==> src/rtl/nand_cmd_front.sv <==
module nand_cmd_front #(
  parameter int MAIN_BYTES  = 512,
  parameter int SPARE_BYTES = 16,
  parameter int ROW_W       = 14,
  localparam int COL_W      = $clog2(MAIN_BYTES + SPARE_BYTES)
) (
  input  logic             clk,
  input  logic             rst_n,
  input  logic             ce_n,
  input  logic             cle,
  input  logic             ale,
  input  logic             we_n,
  input  logic             re_n,
  input  logic [7:0]       io_in,
  output logic [2:0]       op,
  output logic [1:0]       ptr_mode,
  output logic [COL_W-1:0] col_ptr,
  output logic [ROW_W-1:0] row_addr
);
  localparam int HALF     = MAIN_BYTES / 2;
  localparam int LAST_COL = MAIN_BYTES + SPARE_BYTES - 1;
  localparam int SPARE_W  = $clog2(SPARE_BYTES);
  localparam int HI_W     = ROW_W - 8;

  localparam logic [1:0] M_LO = 2'd0, M_HI = 2'd1, M_SP = 2'd2;
  localparam logic [2:0] OP_IDLE = 3'd0, OP_READ = 3'd1, OP_LOAD = 3'd2, OP_PROG = 3'd3,
                         OP_ERASE = 3'd4, OP_STAT = 3'd5, OP_ID = 3'd6, OP_RST = 3'd7;

  logic       we_q, re_q;
  logic [1:0] aidx;

  wire we_rise = !ce_n && we_n && !we_q;
  wire re_rise = !ce_n && re_n && !re_q;
  wire cmd_stb = we_rise && cle && !ale;
  wire adr_stb = we_rise && ale && !cle;
  wire seq_stb = re_rise && (op == OP_READ);
  wire at_end  = (col_ptr == COL_W'(LAST_COL));

  wire [COL_W-1:0] col_base = (ptr_mode == M_HI) ? COL_W'(HALF) : '0;
  wire [COL_W-1:0] col_load = (ptr_mode == M_SP)
                              ? COL_W'(MAIN_BYTES) + COL_W'(io_in[SPARE_W-1:0])
                              : col_base + COL_W'(io_in);
  wire [1:0] mode_drop = (ptr_mode == M_HI) ? M_LO : ptr_mode;

  always_ff @(posedge clk or negedge rst_n) begin
    if (!rst_n) begin
      we_q     <= 1'b1;
      re_q     <= 1'b1;
      aidx     <= 2'd0;
      op       <= OP_IDLE;
      ptr_mode <= M_LO;
      col_ptr  <= '0;
      row_addr <= '0;
    end else begin
      we_q <= we_n;
      re_q <= re_n;
      if (cmd_stb) begin
        case (io_in)
          8'h00: begin op <= OP_READ; ptr_mode <= M_LO; col_ptr <= '0; aidx <= 2'd0; end
          8'h01: begin op <= OP_READ; ptr_mode <= M_HI; col_ptr <= COL_W'(HALF); aidx <= 2'd0; end
          8'h50: begin op <= OP_READ; ptr_mode <= M_SP; col_ptr <= COL_W'(MAIN_BYTES); aidx <= 2'd0; end
          8'h80: begin op <= OP_LOAD; aidx <= 2'd0; end
          8'h10: begin op <= OP_PROG; ptr_mode <= mode_drop; end
          8'h60: begin op <= OP_ERASE; ptr_mode <= mode_drop; aidx <= 2'd1; end
          8'h70: op <= OP_STAT;
          8'h90: begin op <= OP_ID; aidx <= 2'd0; end
          8'hFF: begin op <= OP_RST; ptr_mode <= mode_drop; aidx <= 2'd0; end
          default: ;
        endcase
      end else if (adr_stb) begin
        case (aidx)
          2'd0: begin col_ptr <= col_load; aidx <= 2'd1; end
          2'd1: begin row_addr[7:0] <= io_in; aidx <= 2'd2; end
          2'd2: begin row_addr[ROW_W-1:8] <= io_in[HI_W-1:0]; aidx <= 2'd3; end
          default: ;
        endcase
      end else if (seq_stb) begin
        if (at_end) begin
          row_addr <= row_addr + 1'b1;
          col_ptr  <= (ptr_mode == M_SP) ? COL_W'(MAIN_BYTES) : '0;
          ptr_mode <= mode_drop;
        end else begin
          col_ptr <= col_ptr + 1'b1;
        end
      end
    end
  end

  AST_COL_RANGE: assert property (@(posedge clk) disable iff (!rst_n)
    col_ptr <= COL_W'(LAST_COL));
  AST_HI_REGION: assert property (@(posedge clk) disable iff (!rst_n)
    ptr_mode == M_HI |-> col_ptr >= COL_W'(HALF));
  AST_SPARE_REGION: assert property (@(posedge clk) disable iff (!rst_n)
    ptr_mode == M_SP |-> col_ptr >= COL_W'(MAIN_BYTES));
  AST_CE_IGNORE: assert property (@(posedge clk) disable iff (!rst_n)
    ce_n |=> $stable(col_ptr) && $stable(row_addr) && $stable(ptr_mode) && $stable(op));
  AST_BOTH_DISCARD: assert property (@(posedge clk) disable iff (!rst_n)
    (we_rise && cle && ale && !re_rise) |=>
      $stable(col_ptr) && $stable(row_addr) && $stable(ptr_mode) && $stable(op));
  AST_PAGE_STEP: assert property (@(posedge clk) disable iff (!rst_n)
    (seq_stb && at_end && !we_rise) |=> row_addr == $past(row_addr) + 1'b1);
endmodule

==> config.mk <==
export PLATFORM = sky130hd
export DESIGN_NAME = nand_cmd_front
export DESIGN_NICKNAME = d
export VERILOG_FILES = /design/src/rtl/nand_cmd_front.sv
export SDC_FILE = /design/constraint.sdc
export NUM_CORES = 1
export LEC_CHECK = 0
export ABC_AREA = 1
export BUFFER_PORTS_ARGS = -buffer_cell sky130_fd_sc_hd__buf_2
export CAP_MARGIN = 0
export CORE_AREA = 2 2 73 75
export DETAILED_ROUTE_END_ITERATION = 10
export DIE_AREA = 0 0 75 77
export PLACE_DENSITY_LB_ADDON = 0.25
export SLEW_MARGIN = 20
export SYNTH_ARGS = -nofsm -noshare
export SYNTH_HDL_FRONTEND = slang
export SYNTH_SLANG_ARGS = --single-unit
==> constraint.sdc <==
create_clock -name clk -period 1.5 [get_ports clk]
set_input_delay 0.075 -clock clk [delete_from_list [all_inputs] [get_ports clk]]
set_output_delay 0.075 -clock clk [all_outputs]
set_load 0.03 [all_outputs]
==> impl_metrics.csv <==
group,metric,value,unit
clocking,max-clock-path-buffers,2,
sta,max_freq,653.8,MHz
worst_setup_path,path_class,"reg2reg",
clocking,cts_tree,"built",
routing,wirelength,7.541,mm
clocking,clk_root_buffer_cell,"clkbuf_8",
worst_setup_path,r2r_setup_slack,-30,ps
synth,syn_inst,380,
placement,placedInstanceArea,3059,um^2
routing,route.detailed.vias_per_inst,5.284,
final_layout,final_cell_area,3535,um^2
routing,detail_route.drc_violations,0,
sta,timing.slew.headroom,0.6993,
global_route,via_count_of_the_first_global_routing_pass,2614,
routing,route.met3.wl,495,um
sta,timing.clock.skew,7.626,ps
sta,layout_min_cycle_time,1530,ps
global_route,grt_max_degree,13,
sta,hold-worst-slack,131.2,ps
sta,slew_viol_final,0,
floorplanning,row_count,26,
synth,ff_latch_count_synth,33,
synth,syn_area,2497,um^2
worst_setup_path,regToRegEndpoint,"row_addr[2]",
final_layout,areaGrowthSynthToFinish,41.53,%
floorplanning,fp.dieH,77,um
synth,synth_edf_count,0,
placement,gp_routability_congestion,0.8943,
synth,synth_sequential_area_ratio,0.3317,
power,cellPowerDensity,944.1,nW/um^2
final_layout,multi_input_area,1718,um^2
synth,syn-num-nets,401,
sta,fin_crit_sh,1.020,
worst_setup_path,timing.critical_path.max_delay_family,"flip-flops",
worst_setup_path,crit_path_cell_trace,"inv_2 > nand3_4 > inv_2 > nand2_8 > buf_12 > o21ai_4 > buf_12 > nor2_4 > nand2_1 > nand2_1",
synth,synthArstFlopShare,1.000,
clocking,cts_inserted_buffers,5,
synth,synthMuxAreaShare,0,
synth,synth_adder_area_share,0.03006,
final_layout,fillers,422,
worst_setup_path,r2r.worst_path.cells,10,
sta,fin_ws,-29.54,ps
sta,setup_tns_final,-57.35,ps
global_route,antenna_found_initial,0,
floorplanning,io_pins,44,
sta,rsz0062_at_grt,"yes",
status,failed_checks,"setup timing",
routing,maxUsedRoutingLayer,"met4",
synth,avgSynthCellArea,6.572,um^2
worst_setup_path,worst_setup_path_end_kind,"flop",
placement,io_buffers,43,
min_path,hold_path_stages,3,
global_route,grt_overflow_total,0,
worst_setup_path,worst-endpoint-arrival,1750,ps
final_layout,fin_nets,499,
floorplanning,core_area,4977,um^2
synth,synth_xor_xnor_area_share,0.01403,
routing,routed_wl_met2,3.617,mm
worst_setup_path,cp_slowest_cell,"dfstp_2",
synth,yosys.area_share.simple,0.4484,
final_layout,antenna_cells_inserted,0,
power,irDropWorstVdd,0.5873,mV
placement,hpwl,5.309,mm
synth,synth_compound_gate_area_share,0.09319,
routing,num_vias,2901,
synth,yosysUniqueCellTypes,36,
clocking,cts.clk_slew.worst_paths,70,ps
clocking,cts.sinks,33,
worst_setup_path,crit_path_max_incr_delay,520,ps
routing,wire_per_inst,13.74,um
sta,timing.final.hold_violations,0,
clocking,insertion_delay,290,ps
floorplanning,dieArea,5775,um^2
routing,wl_met1,3.249,mm
sta,tightest_pin_transition,449.4,ps
floorplanning,floorplan.initialDensity,0.5018,
final_layout,final_layout_size_suffix_gt1_frac,0.3653,
global_route,wire_length_of_the_first_global_routing_pass,12.01,mm
placement,detailedPlace.worstSlack,-138.1,ps
worst_setup_path,cp.required,1720,ps
worst_setup_path,timing.rr.start,"we_q",
routing,detailedRoute.firstPassIterationCount,5,
power,p_leak,1.887,nW
sta,setup_viol,3,
clocking,h_tree_level_count,2,
worst_setup_path,critPathBufInv,4,
worst_setup_path,worstSetupStartpointType,"flop",
job,cap_violations,0,
min_path,worstHoldPathType,"in2reg",
min_path,hold_path_end,"ptr_mode[0]",
status,run_status,"complete, but fails checks",
min_path,hold_start,"io_in[0]",
final_layout,sequential_cell_area,833.3,um^2
floorplanning,die_x,75,um
synth,synth_top_family_by_area,"simple AND/OR/NAND/NOR gates",
routing,drt_first_iter_violations,233,
routing,detail-route-antenna-nets,0,
worst_setup_path,timing.critical_path.fanout_max,8,
synth,yosysWarnings,0,
global_route,grtUsageTotal,0.2667,
synth,ys.flop_type,"dfrtp_1",
[stage by stage]
| step | util | instances | total power [mW] |
|---|---|---|---|
| after floorplan | - | 380 | 2.029 |
| after global placement | 0.6146 | 523 | 2.488 |
| after detailed placement | 0.6146 | 523 | 2.519 |
| after CTS | 0.6649 | 541 | 3.279 |
| after global routing | 0.7102 | 549 | 3.547 |
| final | 0.7102 | 549 | 3.337 |
[layer usage]
metal	up-vias	track usage
met2	120	0.4158
met3	19	0.04074
met5	-	0
met1	1350	0.3750
li1	1412	-
met4	0	0.08393
[logic make-up after synthesis]
logic type,after synthesis
AND/OR/NAND/NOR,246
buffers and inverters,51
AO/OA/AOI/OAI,40
flip-flops,33
adder cells (fa/ha/maj),6
XOR/XNOR,4
[Yosys cell counts (2+ instances only)]
library cell  count  area, um^2
xor2_1            2       17.52
nand2_1         144       540.5
ha_1              6       75.07
nand2_2           8       50.05
o21ai_2           2       17.52
inv_1            40       150.1
o22ai_1           2       12.51
or2_2             2       12.51
nor2_4            3       33.78
dfstp_2           2       52.55
o21ai_0          25       125.1
o21ai_1           3       15.01
nor2_2            3       18.77
nor2_1           32       120.1
nand4_1           4       25.02
nor3_1            5       25.02
nand3_1          37       185.2
dfrtp_1          31       775.7
nand3_2           2       20.02
inv_2             7       26.28
xnor2_1           2       17.52
nor2_8            2       40.04
a21oi_1           3       15.01
[worst min-delay path, stage by stage]
cell	delay, ps
buf_2	140
nand3_1	100
nand2_1	60
[registers in the layout, indices dropped and copies added (netlist names)]
name,count
aidx,2
row_addr,14
ptr_mode,2
re_q,1
we_q,1
op,3
col_ptr,10
[worst max-delay path by stage]
| stage | start | endpoint | slack, ps | cells after the start |
|---|---|---|---|---|
| floorplan | col_ptr[0] | row_addr[9] | -80 | 10 |
| global placement | we_q | row_addr[3] | -110 | 9 |
| detailed placement | we_q | row_addr[3] | -140 | 9 |
| CTS | col_ptr[1] | row_addr[13] | -10 | 10 |
| global route | we_q | ptr_mode[0] | -120 | 11 |
| finish | we_q | row_addr[2] | -30 | 10 |
[placed cells by master (no fill, tap or decap), types with 2 or more instances in the layout]
| cell type | count |
|---|---|
| nand2_1 | 136 |
| buf_2 | 43 |
| buf_4 | 38 |
| inv_1 | 35 |
| nand3_1 | 32 |
| dfrtp_1 | 27 |
| nor2_1 | 24 |
| o21ai_0 | 14 |
| inv_2 | 11 |
| nand2_2 | 10 |
| nor2_2 | 9 |
| o21ai_1 | 9 |
| nor2_4 | 8 |
| o21ai_2 | 7 |
| clkbuf_8 | 6 |
| nand2_4 | 5 |
| nand3_2 | 5 |
| nand3_4 | 4 |
| nand4_1 | 4 |
| ha_1 | 4 |
| dfrtp_2 | 4 |
| buf_6 | 4 |
| nor3_1 | 3 |
| a21oi_2 | 3 |
| dlygate4sd3_1 | 3 |
| nand2_8 | 2 |
| nor2_8 | 2 |
| xnor2_1 | 2 |
| xor2_1 | 2 |
| o22ai_1 | 2 |
| or2_2 | 2 |
| clkbuf_1 | 2 |
| buf_12 | 2 |
| dfstp_2 | 2 |
[area by class of cell]
class / count / area share
timing repair buffer: 90 / 0.1742
multi-input combinational: 300 / 0.4860
clock buffer: 8 / 0.02549
sequential: 33 / 0.2358
inverter: 48 / 0.05381
tap: 70 / 0.02478
[power by group]
part           switching (mW)  internal, mW  total, mW  leakage (nW)
logic                   0.919         0.543       1.46          1.43
clock network           0.330         0.374      0.705        0.0455
registers               0.124          1.05       1.17         0.412
total                    1.37          1.96       3.34          1.89
[what timing repair did]
item,4_1_cts,5_1_grt
gates cloned,4,0
setup buffers,3,8
pin swaps,20,20
hold buffers,3,0
gates resized for setup,22,47
endpoints found under the hold margin,33,0
setup endpoints to repair,25,29
No activity file was read; power rests on OpenSTA's default activity.
